<file path="src/rtl/gpio_setclr_pkg.sv">
// Shared constants for the set/clear GPIO port.
// Assumes byte addresses with full-width comparison; offsets fit in 8 bits.
package gpio_setclr_pkg;
    localparam int unsigned BUS_W       = 32;
    localparam int unsigned OFF_DAT_SET = 32'h000;
    localparam int unsigned OFF_DAT_CLR = 32'h004;
    localparam int unsigned OFF_DIR_SET = 32'h010;
    localparam int unsigned OFF_DIR_CLR = 32'h014;
    localparam int unsigned OFF_DIR_ST  = 32'h018;
    localparam int unsigned OFF_PINS    = 32'h080;

    // Decoded access for one bus cycle.
    typedef struct packed {
        logic dat_set;
        logic dat_clr;
        logic dir_set;
        logic dir_clr;
        logic rd_dir;
        logic rd_pins;
    } gpio_acc_t;
endpackage

</file>
<file path="src/rtl/gpio_reg_decode.sv">
// Address decoder: turns the bus address and write enable into one-hot
// write strobes and read selects. Assumes ADDR_W >= 8 and that the whole
// address is compared, so aliases and misaligned addresses decode to nothing.
module gpio_reg_decode
    import gpio_setclr_pkg::*;
#(
    parameter int ADDR_W = 8
) (
    input  logic [ADDR_W-1:0] addr,
    input  logic              wr,
    output gpio_acc_t         acc
);
    // Compare the address against each owned offset.
    always_comb begin
        acc         = '0;
        acc.dat_set = wr && (addr == ADDR_W'(OFF_DAT_SET));
        acc.dat_clr = wr && (addr == ADDR_W'(OFF_DAT_CLR));
        acc.dir_set = wr && (addr == ADDR_W'(OFF_DIR_SET));
        acc.dir_clr = wr && (addr == ADDR_W'(OFF_DIR_CLR));
        acc.rd_dir  = (addr == ADDR_W'(OFF_DIR_ST));
        acc.rd_pins = (addr == ADDR_W'(OFF_PINS));
    end
endmodule

</file>
<file path="src/rtl/gpio_setclr_reg.sv">
// Register changed only by per-bit set and clear strobes.
// Assumes set and clear never strobe in the same cycle (one address per
// cycle); if they did, clear wins. Resets to all zeros.
module gpio_setclr_reg #(
    parameter int WIDTH = 32
) (
    input  logic             clk,
    input  logic             rst_n,
    input  logic             set_stb,
    input  logic             clr_stb,
    input  logic [WIDTH-1:0] mask,
    output logic [WIDTH-1:0] q
);
    // Apply the mask as set or clear; unmasked bits hold.
    always_ff @(posedge clk) begin
        if (!rst_n)       q <= '0;
        else if (clr_stb) q <= q & ~mask;
        else if (set_stb) q <= q | mask;
    end
endmodule

</file>
<file path="src/rtl/gpio_in_sync.sv">
// Input path: SYNC_STAGES synchroniser flops per pin, then one sample flop
// that forms the pin-level register. Assumes pins are asynchronous levels.
module gpio_in_sync #(
    parameter int WIDTH       = 32,
    parameter int SYNC_STAGES = 2
) (
    input  logic             clk,
    input  logic             rst_n,
    input  logic [WIDTH-1:0] pins,
    output logic [WIDTH-1:0] level
);
    logic [WIDTH-1:0] stage [SYNC_STAGES];

    for (genvar s = 0; s < SYNC_STAGES; s++) begin : g_stage
        if (s == 0) begin : g_first
            // First flop: capture the raw pins.
            always_ff @(posedge clk) begin
                if (!rst_n) stage[0] <= '0;
                else        stage[0] <= pins;
            end
        end else begin : g_next
            // Later flops: let metastability settle.
            always_ff @(posedge clk) begin
                if (!rst_n) stage[s] <= '0;
                else        stage[s] <= stage[s-1];
            end
        end
    end

    // Sample register read by the bus.
    always_ff @(posedge clk) begin
        if (!rst_n) level <= '0;
        else        level <= stage[SYNC_STAGES-1];
    end
endmodule

</file>
<file path="src/rtl/gpio_setclr_port.sv">
// Top of the set/clear GPIO port. Decodes the register bus, holds the data
// and direction registers, and synchronises the inputs. Assumes
// 1 <= NUM_LINES <= 32 and ADDR_W >= 8. Read data is combinational.
module gpio_setclr_port
    import gpio_setclr_pkg::*;
#(
    parameter int NUM_LINES = 32,
    parameter int ADDR_W    = 8
) (
    input  logic                 clk,
    input  logic                 rst_n,
    input  logic [ADDR_W-1:0]    bus_addr,
    input  logic                 bus_wr,
    input  logic [BUS_W-1:0]     bus_wdata,
    output logic [BUS_W-1:0]     bus_rdata,
    output logic [NUM_LINES-1:0] pin_out,
    output logic [NUM_LINES-1:0] pin_oe,
    input  logic [NUM_LINES-1:0] pin_in
);
    localparam int SYNC_STAGES = 2;

    gpio_acc_t            acc;
    logic [NUM_LINES-1:0] wmask;
    logic [NUM_LINES-1:0] dat_q;
    logic [NUM_LINES-1:0] dir_q;
    logic [NUM_LINES-1:0] pin_lvl;

    assign wmask = bus_wdata[NUM_LINES-1:0];

    if (NUM_LINES < BUS_W) begin : g_hi
        logic unused_wdata_hi;
        assign unused_wdata_hi = ^bus_wdata[BUS_W-1:NUM_LINES];
    end

    gpio_reg_decode #(.ADDR_W(ADDR_W)) u_dec (
        .addr (bus_addr),
        .wr   (bus_wr),
        .acc  (acc)
    );

    gpio_setclr_reg #(.WIDTH(NUM_LINES)) u_dat (
        .clk     (clk),
        .rst_n   (rst_n),
        .set_stb (acc.dat_set),
        .clr_stb (acc.dat_clr),
        .mask    (wmask),
        .q       (dat_q)
    );

    gpio_setclr_reg #(.WIDTH(NUM_LINES)) u_dir (
        .clk     (clk),
        .rst_n   (rst_n),
        .set_stb (acc.dir_set),
        .clr_stb (acc.dir_clr),
        .mask    (wmask),
        .q       (dir_q)
    );

    gpio_in_sync #(.WIDTH(NUM_LINES), .SYNC_STAGES(SYNC_STAGES)) u_sync (
        .clk   (clk),
        .rst_n (rst_n),
        .pins  (pin_in),
        .level (pin_lvl)
    );

    // Pin drive straight from the state registers.
    assign pin_out = dat_q;
    assign pin_oe  = dir_q;

    // Read mux; unowned and write-only addresses return zero.
    always_comb begin
        bus_rdata = '0;
        if (acc.rd_dir)       bus_rdata = BUS_W'(dir_q);
        else if (acc.rd_pins) bus_rdata = BUS_W'(pin_lvl);
    end
endmodule

</file>
<file path="config.mk">
export PLATFORM = sky130hd
export DESIGN_NAME = gpio_setclr_port
export DESIGN_NICKNAME = d
export VERILOG_FILES = /design/src/rtl/gpio_setclr_pkg.sv /design/src/rtl/gpio_reg_decode.sv /design/src/rtl/gpio_setclr_reg.sv /design/src/rtl/gpio_in_sync.sv /design/src/rtl/gpio_setclr_port.sv
export SDC_FILE = /design/constraint.sdc
export NUM_CORES = 1
export LEC_CHECK = 0
export BUFFER_PORTS_ARGS = -buffer_cell sky130_fd_sc_hd__clkbuf_2
export CAP_MARGIN = 20
export CORE_MARGIN = 1
export CORE_UTILIZATION = 40
export DETAILED_ROUTE_END_ITERATION = 6
export GPL_TIMING_DRIVEN = 0
export PLACE_DENSITY_LB_ADDON = 0.3
export SLEW_MARGIN = 20
export SYNTH_ARGS = -nofsm -noshare
export SYNTH_HDL_FRONTEND = slang
export SYNTH_SLANG_ARGS = --single-unit
</file>
<file path="constraint.sdc">
create_clock -name clk -period 3.7 [get_ports clk]
set_clock_uncertainty 0.1 [all_clocks]
set_input_delay 0.37 -clock clk [delete_from_list [all_inputs] [get_ports clk]]
set_output_delay 0.37 -clock clk [all_outputs]
set_load 0.02 [all_outputs]
</file>
==> out/qor.log, run 1 <==
INFO  outcome        run_status=finished clean
INFO  drt            detail-route-antenna-nets=0
INFO  clock_tree     cts_resized=0
INFO  grt            grt_pass1_vias=4094
INFO  worst_setup_path critPathKind=input port to primary output
INFO  timing         timing_worst_slew_pin_value=0.600ns
INFO  final_layout   ratio_of_cells_with_drive_above_1_in_the_final_layout=0.307
INFO  grt            grt_pass1_wl=20.8mm
INFO  placement      post-dp-hpwl=10.6mm
INFO  timing         timing.slew.headroom=0.600
INFO  clock_tree     post-cts-setup-buffers=0
INFO  placement      dpl-instance-area=0.00683mm2
INFO  timing         maxClockFrequency=0.447GHz
INFO  placement      placement.io_buffers=169
INFO  grt            grt.met3_usage=0.0459
INFO  floorplanning  top_level_ports=171
INFO  synth          ys.warnings.count=0
INFO  synth          post_synth_fa_ha_maj_area_fraction=0
INFO  synth          synthMuxAreaShare=0.111
INFO  floorplanning  start_util=0.413
INFO  drt            drtPass1Iterations=4
INFO  timing         final-hold-violation-count=0
INFO  final_layout   num_antenna_cells=0
INFO  synth          synth_cell_types=20
INFO  clock_tree     cts_hold_buffers=0
INFO  grt            grtUsageMet2=0.313
INFO  grt            largest_net_degree_at_the_start_of_global_routing=17
INFO  final_layout   area.growth.synth_to_final=29.1%
INFO  drt            drt-vias-per-instance=4.68
INFO  worst_setup_path wp_data_required=3.23ns
INFO  power_and_ir_drop powerDensity=495mW/mm2
INFO  drt            route.detailed.drc=0
INFO  hold_path      worstHoldPathType=input port to flip-flop
INFO  clock_tree     cell_at_the_root_of_the_clock_tree=sky130_fd_sc_hd__clkbuf_16
INFO  clock_tree     cts_htree_levels=4
INFO  final_layout   final_net_count=802
INFO  clock_tree     cts_tree=yes
INFO  floorplanning  core_region_area=0.0139mm2
INFO  timing         setup-tns-final=0ns
INFO  clock_tree     maximum_clock_path_buffer_count=2
INFO  clock_tree     clock-sinks=160
INFO  floorplanning  fp.dieH=122um
INFO  floorplanning  rows=43
INFO  grt            global_route.overflow_total=0
INFO  power_and_ir_drop cellLeakagePower=3.60nW
INFO  timing         final_worst_path_period_need=2.24ns
INFO  synth          syn-instance-count=539
INFO  drt            drtIter0Drc=203
INFO  floorplanning  fp.dieW=122um
INFO  final_layout   nFillCells=1262
INFO  final_layout   multi_input_area=0.00228mm2
INFO  final_layout   register_area=0.00320mm2
INFO  grt            globalRoute.busiestLayer=met2
INFO  grt            grt_usage=0.186
INFO  placement      gp_routability_congestion=0.864
INFO  worst_setup_path crit_arrival=1.77ns
INFO  clock_tree     worst_skew_pair_latency=0.42ns
INFO  floorplanning  die_area=0.0149mm2
INFO  synth          synth.ff_latch_count=160
INFO  worst_setup_path critical_path.startpoint_type=input port
INFO  worst_setup_path critical_path_peak_fanout=10
INFO  final_layout   layout.core_utilization=0.533
INFO  synth          syn_area=0.00575mm2
INFO  drt            via_count=4304
INFO  synth          yosysSeqAreaShare=0.557
INFO  drt            avgRoutedWirePerCell=14.8um
INFO  worst_setup_path end_kind=primary output
INFO  synth          post_synth_top_area_share=0.557
INFO  synth          synth-compound-area-share=0.0487
INFO  job            cap_violations=0
INFO  synth          synthXorXnorAreaFrac=0
INFO  synth          synth.top_cells.by_area=sky130_fd_sc_hd__dfxtp_1 56%, sky130_fd_sc_hd__mux2i_1 11%, sky130_fd_sc_hd__and2_1 10%, sky130_fd_sc_hd__a22o_1 4.9%, sky130_fd_sc_hd__nand4b_1 4.9%
INFO  clock_tree     path_clk_slew=0.06ns
INFO  final_layout   finalInstanceArea=0.00743mm2
INFO  synth          post-synth-top-area-cell=sky130_fd_sc_hd__dfxtp_1
INFO  grt            grt_antenna_before_repair=0
INFO  synth          synth_top_family_by_area=simple AND/OR/NAND/NOR gates
INFO  timing         final.hold.worst_slack=0.0475ns
INFO  power_and_ir_drop irDropWorstVdd=281uV
INFO  synth          synth_area_per_cell=10.7um2
INFO  timing         final-max-slew-violation-count=0
INFO  timing         rsz0062_at_grt=no
INFO  timing         finalCritPeriodShare=0.604
INFO  grt            globalRouteMet1Util=0.221
INFO  synth          yosys.area_share.simple=0.237
INFO  clock_tree     total_clock_buffers_created_by_cts=17
INFO  drt            wl=13.6mm
INFO  timing         setup_viol=0
INFO  synth          synth.net_count=614
[stage by stage]
step | setup slack, ns | power (mW) | std cells
5_1_grt | 1.34 | 3.80 | 920
3_5_place_dp | 1.49 | 1.97 | 888
2_1_floorplan | 1.88 | 1.89 | 539
6_report | 1.46 | 3.68 | 920
4_1_cts | 1.45 | 3.71 | 920
3_3_place_gp | 1.54 | 1.96 | 888
[layout by cell type (no fill, tap or decap), types with 4 or more instances in the layout]
cell type / netlist / final
sky130_fd_sc_hd__clkbuf_2: 2 / 171
sky130_fd_sc_hd__dfxtp_1: 160 / 160
sky130_fd_sc_hd__and2_1: 96 / 96
sky130_fd_sc_hd__nand2_1: 64 / 64
sky130_fd_sc_hd__mux2i_1: 64 / 64
sky130_fd_sc_hd__a22o_1: 32 / 32
sky130_fd_sc_hd__nand4b_1: 32 / 32
sky130_fd_sc_hd__nand3_1: 32 / 32
sky130_fd_sc_hd__clkbuf_1: 23 / 24
sky130_fd_sc_hd__clkbuf_16: 0 / 17
sky130_fd_sc_hd__buf_4: 13 / 13
sky130_fd_sc_hd__buf_2: 6 / 6
sky130_fd_sc_hd__inv_6: 0 / 4
[cells by family (layout without fill, tap and decap cells)]
| kind of cell | after synthesis | after routing |
|---|---|---|
| mux | 64 | 64 |
| simple gates | 233 | 233 |
| buf+inv | 50 | 251 |
| flops | 160 | 160 |
| compound gates | 32 | 32 |
[power breakdown]
| group | total (mW) | switching, mW | internal (mW) |
|---|---|---|---|
| Clock | 1.75 | 0.706 | 1.04 |
| Combinational | 0.156 | 0.0863 | 0.0700 |
| Sequential | 1.77 | 0.00892 | 1.76 |
| Total | 3.68 | 0.801 | 2.88 |
[cell type report]
cell class                      instances  area share
Buffer                                 50      0.0362
Clock buffer                           20      0.0615
Clock inverter                         12      0.0199
Multi-Input combinational cell        329       0.307
Sequential cell                       160       0.431
Tap cell                              180      0.0303
Timing Repair Buffer                  169       0.114
[cells in the mapped netlist, drive strengths merged]
master  instances
buf            25
nand4b         32
and4bb          1
mux2i          64
nor2            2
a22o           32
nor4            1
nor4b           1
nor3b           1
nand3          32
nand2b          1
clkbuf         25
and4b           2
and2           96
dfxtp         160
nand2          64
[layer usage]
| metal | vias to the layer above | wire (um) | part of all wire |
|---|---|---|---|
| li1 | 2207 | - | - |
| met4 | 0 | 249 | 0.018 |
| met2 | 122 | 6680 | 0.49 |
| met1 | 1954 | 5970 | 0.44 |
| met3 | 21 | 729 | 0.053 |
| met5 | - | 0 | 0 |
[final timing paths]
kind	from	end	slack [ns]	depth (start not counted)
worst max-delay path	bus_addr[5]	bus_rdata[2]	1.46	7
worst min-delay path	pin_in[11]	u_sync.stage[0][11]	0.05	2
worst max register to register	flip-flop	flip-flop	2.87	2
worst min register to register	u_sync.stage[0][21]	u_sync.stage[1][21]	0.33	1
[worst max-delay path, cell delays in order]
cell and delay, ns:
sky130_fd_sc_hd__clkbuf_2 0.09, sky130_fd_sc_hd__nor4_2 0.31, sky130_fd_sc_hd__and4b_1 0.29, sky130_fd_sc_hd__buf_2 0.19
sky130_fd_sc_hd__buf_4 0.18, sky130_fd_sc_hd__a22o_1 0.17, sky130_fd_sc_hd__clkbuf_2 0.18
Note: power is estimated with default switching activity, not from simulation.
==> run 2: changes to the inputs <==
Clock period 3.7 ns to 1.9 ns, I/O delays scaled along.
==> out/qor.log, run 2 (synthesized netlist as in run 1, its figures left out) <==
INFO  clock_tree     worst_skew_pair_latency=0.43ns [was 0.42 ns]
INFO  worst_setup_path critPathKind=input port to primary output [unchanged]
INFO  final_layout   nFillCells=1211 [was 1262]
INFO  timing         final_worst_path_period_need=1.82ns
INFO  power_and_ir_drop internal-power=5.69mW [was 2.88 mW]
INFO  clock_tree     path_clk_slew=0.06ns [about the same]
INFO  power_and_ir_drop share_clk_of_total_power=0.469 [was 0.476]
INFO  drt            detail-route-antenna-nets=0 [unchanged]
INFO  drt            wl=14.3mm [was 13.6 mm]
INFO  power_and_ir_drop powerDensity=900mW/mm2 [was 495 mW/mm2]
INFO  power_and_ir_drop cellLeakagePower=3.87nW [was 3.60 nW]
INFO  final_layout   final_common_cell=sky130_fd_sc_hd__clkbuf_2 [unchanged]
INFO  hold_path      hold_start=bus_addr[4] [was pin_in[11]]
INFO  final_layout   multi_input_area=0.00229mm2 [was 0.00228 mm2]
INFO  final_layout   area.growth.synth_to_final=40.5% [was 29.1%]
INFO  clock_tree     maximum_clock_path_buffer_count=2 [unchanged]
INFO  drt            drtIter0Drc=187 [was 203]
INFO  floorplanning  core_region_area=0.0139mm2 [unchanged]
INFO  drt            via_count=4559 [was 4304]
INFO  power_and_ir_drop p_sw=1.58mW [was 801 uW]
INFO  final_layout   layout.core_utilization=0.580 [was 0.533]
INFO  clock_tree     post-cts-setup-buffers=0 [unchanged]
INFO  grt            grt_usage=0.196 [was 0.186]
INFO  placement      dpl-instance-area=0.00683mm2 [unchanged]
INFO  grt            grt_pass1_wl=21.9mm [was 20.8 mm]
INFO  timing         maxClockFrequency=0.551GHz
INFO  placement      gp_routability_congestion=0.864 [unchanged]
INFO  drt            drt-vias-per-instance=4.63 [was 4.68]
INFO  timing         final-hold-violation-count=0 [unchanged]
INFO  floorplanning  top_level_ports=171 [unchanged]
INFO  clock_tree     total_clock_buffers_created_by_cts=17 [unchanged]
INFO  drt            drtPass1Iterations=5 [was 4]
INFO  floorplanning  fp.dieW=122um [unchanged]
INFO  timing         finalCritPeriodShare=0.955
INFO  timing         setup_viol=0 [unchanged]
INFO  floorplanning  die_area=0.0149mm2 [unchanged]
INFO  timing         final-max-slew-violation-count=0 [unchanged]
INFO  clock_tree     cts_tree=yes [unchanged]
INFO  grt            grt_antenna_before_repair=0 [unchanged]
INFO  clock_tree     cell_at_the_root_of_the_clock_tree=sky130_fd_sc_hd__clkbuf_16 [unchanged]
INFO  power_and_ir_drop switching_share=0.217 [was 0.218]
INFO  grt            global_route.overflow_total=0 [unchanged]
INFO  clock_tree     clock-sinks=160 [unchanged]
INFO  power_and_ir_drop pwr-share-comb=0.056 [was 0.042]
INFO  final_layout   layout.cells.most_common_list=168 x sky130_fd_sc_hd__clkbuf_2, 160 x sky130_fd_sc_hd__dfxtp_1, 96 x sky130_fd_sc_hd__and2_1 [was 171 x sky130_fd_sc_hd__clkbuf_2, 160 x sky130_fd_sc_hd__dfxtp_1, 96 x sky130_fd_sc_hd__and2_1]
INFO  grt            largest_net_degree_at_the_start_of_global_routing=17 [unchanged]
INFO  worst_setup_path critical_path_peak_fanout=10 [unchanged]
INFO  timing         timing_worst_slew_pin_value=0.544ns [was 0.600 ns]
INFO  final_layout   final_net_count=866 [was 802]
INFO  placement      placement.io_buffers=169 [unchanged]
INFO  worst_setup_path critical_path.startpoint_type=input port [unchanged]
INFO  worst_setup_path start_point_of_the_critical_path=bus_addr[1] [was bus_addr[5]]
INFO  drt            avgRoutedWirePerCell=14.5um [was 14.8 um]
INFO  drt            route.detailed.drc=0 [unchanged]
INFO  grt            grt_pass1_vias=4335 [was 4094]
INFO  hold_path      min_path_cells=3 [was 2]
INFO  timing         timing.slew.headroom=0.637 [was 0.600]
INFO  placement      post-dp-hpwl=10.6mm [unchanged]
INFO  final_layout   finalInstanceArea=0.00809mm2 [was 0.00743 mm2]
INFO  worst_setup_path end_kind=primary output [unchanged]
INFO  final_layout   register_area=0.00320mm2 [unchanged]
INFO  power_and_ir_drop irDropWorstVdd=542uV [was 281 uV]
INFO  hold_path      worstHoldPathType=input port to flip-flop [unchanged]
INFO  floorplanning  rows=43 [unchanged]
INFO  worst_setup_path wp_data_required=1.61ns [was 3.23 ns]
INFO  final_layout   num_antenna_cells=0 [unchanged]
INFO  floorplanning  start_util=0.413 [unchanged]
INFO  power_and_ir_drop power.sequential.fraction=0.475 [was 0.482]
INFO  outcome        run_status=finished clean [unchanged]
INFO  clock_tree     cts_htree_levels=4 [unchanged]
INFO  job            cap_violations=0 [unchanged]
INFO  worst_setup_path reg2reg_depth=2 [unchanged]
INFO  final_layout   ratio_of_cells_with_drive_above_1_in_the_final_layout=0.282 [was 0.307]
INFO  floorplanning  fp.dieH=122um [unchanged]
INFO  worst_setup_path crit_arrival=1.53ns [was 1.77 ns]
## run 2: cell count changes in the layout (fill, tap and decap cells not counted), sizes merged
cell | before | now
buf | 25 | 28
clkbuf | 214 | 211
dlygate4sd3 | 0 | 64
## run 2: per-layer routing
layer | GRT usage | wire length [um]
met1 | 0.227 | 6040
met2 | 0.334 | 7190
met3 | 0.0473 | 803
met4 | 0.0995 | 226
met5 | 0 | 0
## run 2: worst max-delay path, stage by stage
cell and delay, ns:
sky130_fd_sc_hd__clkbuf_2 0.11, sky130_fd_sc_hd__nor4b_1 0.28, sky130_fd_sc_hd__and4b_1 0.24, sky130_fd_sc_hd__buf_2 0.18, sky130_fd_sc_hd__buf_4 0.18, sky130_fd_sc_hd__a22o_1 0.15, sky130_fd_sc_hd__clkbuf_2 0.19
## run 2: layout make-up
cell class              count  share of cell area
plain buffers              50              0.0336
clock buffers              20              0.0565
clock inverters            12              0.0183
multi-input cells         329               0.283
flip-flops and latches    160               0.396
well taps                 180              0.0279
repair buffers            233               0.184
## run 2: worst paths after layout
path | slack (ns) | endpoint
worst max-delay path | 0.08 | bus_rdata[15]
worst min-delay path | 0.13 | flip-flop
worst max register to register | 1.07 | flip-flop
worst min register to register | 0.33 | u_sync.level[17]
## run 2: repair_timing
action / CTS / global route
hold buffers: 64 / 0
resized for setup: 0 / 7
endpoints found under the setup margin: 0 / 30
hold endpoints to repair: 90 / 0
## run 2: power by group through the flow
stage	Combinational [mW]	Clock, mW	Sequential (mW)
after global routing	0.452	3.61	3.46
final	0.411	3.41	3.45
after detailed placement	0.305	0	3.53
after floorplan	0.159	0	3.52
after CTS	0.409	3.46	3.45
after global placement	0.297	0	3.53
## run 2: stage by stage
step / total power [mW] / hold slack (ns) / worst slack, ns / setup TNS, ns / std cells
3_5_place_dp: 3.83 / 0.299 / 0.0507 / 0 / 888
6_report: 7.27 / 0.128 / 0.0849 / 0 / 984
3_3_place_gp: 3.82 / 0.297 / 0.101 / 0 / 888
5_1_grt: 7.52 / 0.120 / -0.00964 / -0.0228 / 984
2_1_floorplan: 3.68 / 0.217 / 0.440 / 0 / 539
4_1_cts: 7.32 / 0.0979 / 0.00878 / 0 / 984
==> run 3: changes to the inputs <==
Settings changed: SETUP_SLACK_MARGIN from default to 0.3.
==> out/qor.log, run 3 (synthesized netlist as in run 1, its figures left out) <==
INFO  timing         final-hold-violation-count=0 [unchanged]
INFO  clock_tree     worst_skew_pair_latency=0.42ns [was 0.43 ns]
INFO  worst_setup_path critical_path.startpoint_type=input port [unchanged]
INFO  timing         final-max-slew-violation-count=0 [unchanged]
INFO  grt            grt_pass1_wl=22.4mm [was 21.9 mm]
INFO  timing         rsz0062_at_grt=yes
INFO  timing         setup_ws=0.0795ns [was 0.0849 ns]
INFO  grt            grt_usage=0.200 [was 0.196]
INFO  clock_tree     cell_at_the_root_of_the_clock_tree=sky130_fd_sc_hd__clkbuf_16 [unchanged]
INFO  grt            grt_pass1_vias=4381 [was 4335]
INFO  floorplanning  start_util=0.413 [unchanged]
INFO  timing         final_worst_path_period_need=1.82ns [about the same]
INFO  final_layout   multi_input_area=0.00230mm2 [was 0.00229 mm2]
INFO  drt            route.detailed.drc=0 [unchanged]
INFO  clock_tree     path_clk_slew=0.06ns [about the same]
INFO  drt            avgRoutedWirePerCell=15.1um [was 14.5 um]
INFO  floorplanning  fp.dieH=122um [unchanged]
INFO  power_and_ir_drop irDropWorstVdd=545uV [was 542 uV]
INFO  timing         timing_worst_slew_pin_value=0.594ns [was 0.544 ns]
INFO  job            cap_violations=0 [unchanged]
INFO  clock_tree     total_clock_buffers_created_by_cts=17 [unchanged]
INFO  floorplanning  top_level_ports=171 [unchanged]
INFO  grt            largest_net_degree_at_the_start_of_global_routing=17 [unchanged]
INFO  placement      place_worst_setup_slack=0.0507ns [unchanged]
INFO  worst_setup_path crit_arrival=1.53ns [about the same]
INFO  final_layout   final_net_count=870 [was 866]
INFO  final_layout   ratio_of_cells_with_drive_above_1_in_the_final_layout=0.287 [was 0.282]
INFO  timing         timing.slew.headroom=0.604 [was 0.637]
INFO  final_layout   nFillCells=1165 [was 1211]
INFO  grt            global_route.overflow_total=0 [unchanged]
INFO  final_layout   area.growth.synth_to_final=47.3% [was 40.5%]
INFO  power_and_ir_drop powerDensity=860mW/mm2 [was 900 mW/mm2]
INFO  drt            drt-vias-per-instance=4.67 [was 4.63]
INFO  placement      placement.io_buffers=169 [unchanged]
INFO  floorplanning  fp.dieW=122um [unchanged]
INFO  worst_setup_path wp_data_required=1.61ns [about the same]
INFO  timing         finalCritPeriodShare=0.958 [was 0.955]
INFO  drt            detail-route-antenna-nets=0 [unchanged]
INFO  clock_tree     clock-sinks=160 [unchanged]
INFO  placement      post-dp-hpwl=10.6mm [unchanged]
INFO  outcome        run_status=finished clean [unchanged]
INFO  final_layout   final_common_cell=sky130_fd_sc_hd__dfxtp_1 [was sky130_fd_sc_hd__clkbuf_2]
INFO  floorplanning  rows=43 [unchanged]
INFO  placement      gp_routability_congestion=0.864 [unchanged]
INFO  drt            drtIter0Drc=223 [was 187]
INFO  drt            via_count=4613 [was 4559]
INFO  clock_tree     cts_htree_levels=4 [unchanged]
INFO  clock_tree     cts_tree=yes [unchanged]
INFO  drt            wl=14.9mm [was 14.3 mm]
INFO  worst_setup_path critPathKind=input port to primary output [unchanged]
INFO  grt            grt_antenna_before_repair=0 [unchanged]
INFO  worst_setup_path end_kind=primary output [unchanged]
INFO  timing         setup_viol=0 [unchanged]
INFO  final_layout   layout.cells.most_common_list=160 x sky130_fd_sc_hd__dfxtp_1, 136 x sky130_fd_sc_hd__clkbuf_2, 96 x sky130_fd_sc_hd__and2_1 [was 168 x sky130_fd_sc_hd__clkbuf_2, 160 x sky130_fd_sc_hd__dfxtp_1, 96 x sky130_fd_sc_hd__and2_1]
INFO  timing         setup-tns-final=0ns [unchanged]
INFO  floorplanning  core_region_area=0.0139mm2 [unchanged]
INFO  power_and_ir_drop cellLeakagePower=3.98nW [was 3.87 nW]
INFO  clock_tree     maximum_clock_path_buffer_count=2 [unchanged]
INFO  hold_path      worstHoldPathType=input port to flip-flop [unchanged]
INFO  worst_setup_path critical_path_peak_fanout=10 [unchanged]
INFO  drt            drtPass1Iterations=4 [was 5]
INFO  timing         maxClockFrequency=0.549GHz [was 0.551 GHz]
INFO  floorplanning  die_area=0.0149mm2 [unchanged]
INFO  final_layout   register_area=0.00320mm2 [unchanged]
INFO  final_layout   num_antenna_cells=0 [unchanged]
INFO  worst_setup_path setup.reg_to_reg.worst_slack=1.07ns [about the same]
-- run 3: report_power, final --
part           switching, mW  internal [mW]
clock                   1.38           2.04
combinational          0.193          0.228
sequential            0.0176           3.44
-- run 3: routing by layer --
| metal | track usage | up-vias | routed length (um) |
|---|---|---|---|
| li1 | - | 2342 | - |
| met1 | 0.232 | 2102 | 6370 |
| met2 | 0.344 | 142 | 7450 |
| met3 | 0.0492 | 27 | 809 |
| met4 | 0.0980 | 0 | 304 |
| met5 | 0 | - | 0 |
-- run 3: final timing paths --
kind / from / to / cells after the start
max: bus_addr[2] / bus_rdata[23] / 7
min reg2reg: u_sync.stage[1][17] / u_sync.level[17] / 1
max reg2reg: flip-flop / flip-flop / 2
min: bus_addr[4] / flip-flop / 3
-- run 3: layout make-up --
class	count	share of cell area
plain buffers	50	0.0368
multi-input cells	329	0.271
repair buffers	237	0.217
flip-flops and latches	160	0.378
clock inverters	12	0.0174
clock buffers	20	0.0539
well taps	180	0.0266
-- run 3: worst max-delay path: stages --
cell	delay (ns)
sky130_fd_sc_hd__clkbuf_2	0.12
sky130_fd_sc_hd__nor4b_2	0.31
sky130_fd_sc_hd__and4b_1	0.25
sky130_fd_sc_hd__buf_4	0.16
sky130_fd_sc_hd__buf_6	0.14
sky130_fd_sc_hd__a22o_1	0.19
sky130_fd_sc_hd__clkbuf_8	0.16
-- run 3: stage by stage --
step                cells  hold slack, ns  utilization  power (mW)  instance area (um2)
finish                988           0.125        0.608        7.29                 8480
global route          988           0.121        0.608        7.53                 8480
CTS                   985          0.0979        0.601        7.33                 8370
detailed placement    888           0.299        0.490        3.83                 6830
global placement      888           0.297        0.490        3.82                 6830
floorplan             539           0.217            -        3.68                 5750
-- run 3: what timing repair did --
action                                  4_1_cts  5_1_grt
endpoints found under the hold margin        90        0
resized for setup                            70       21
endpoints found under the setup margin       32       32
cloned                                        0        2
setup buffers                                 1        1
hold buffers                                 64        0
pin swaps                                     5       10
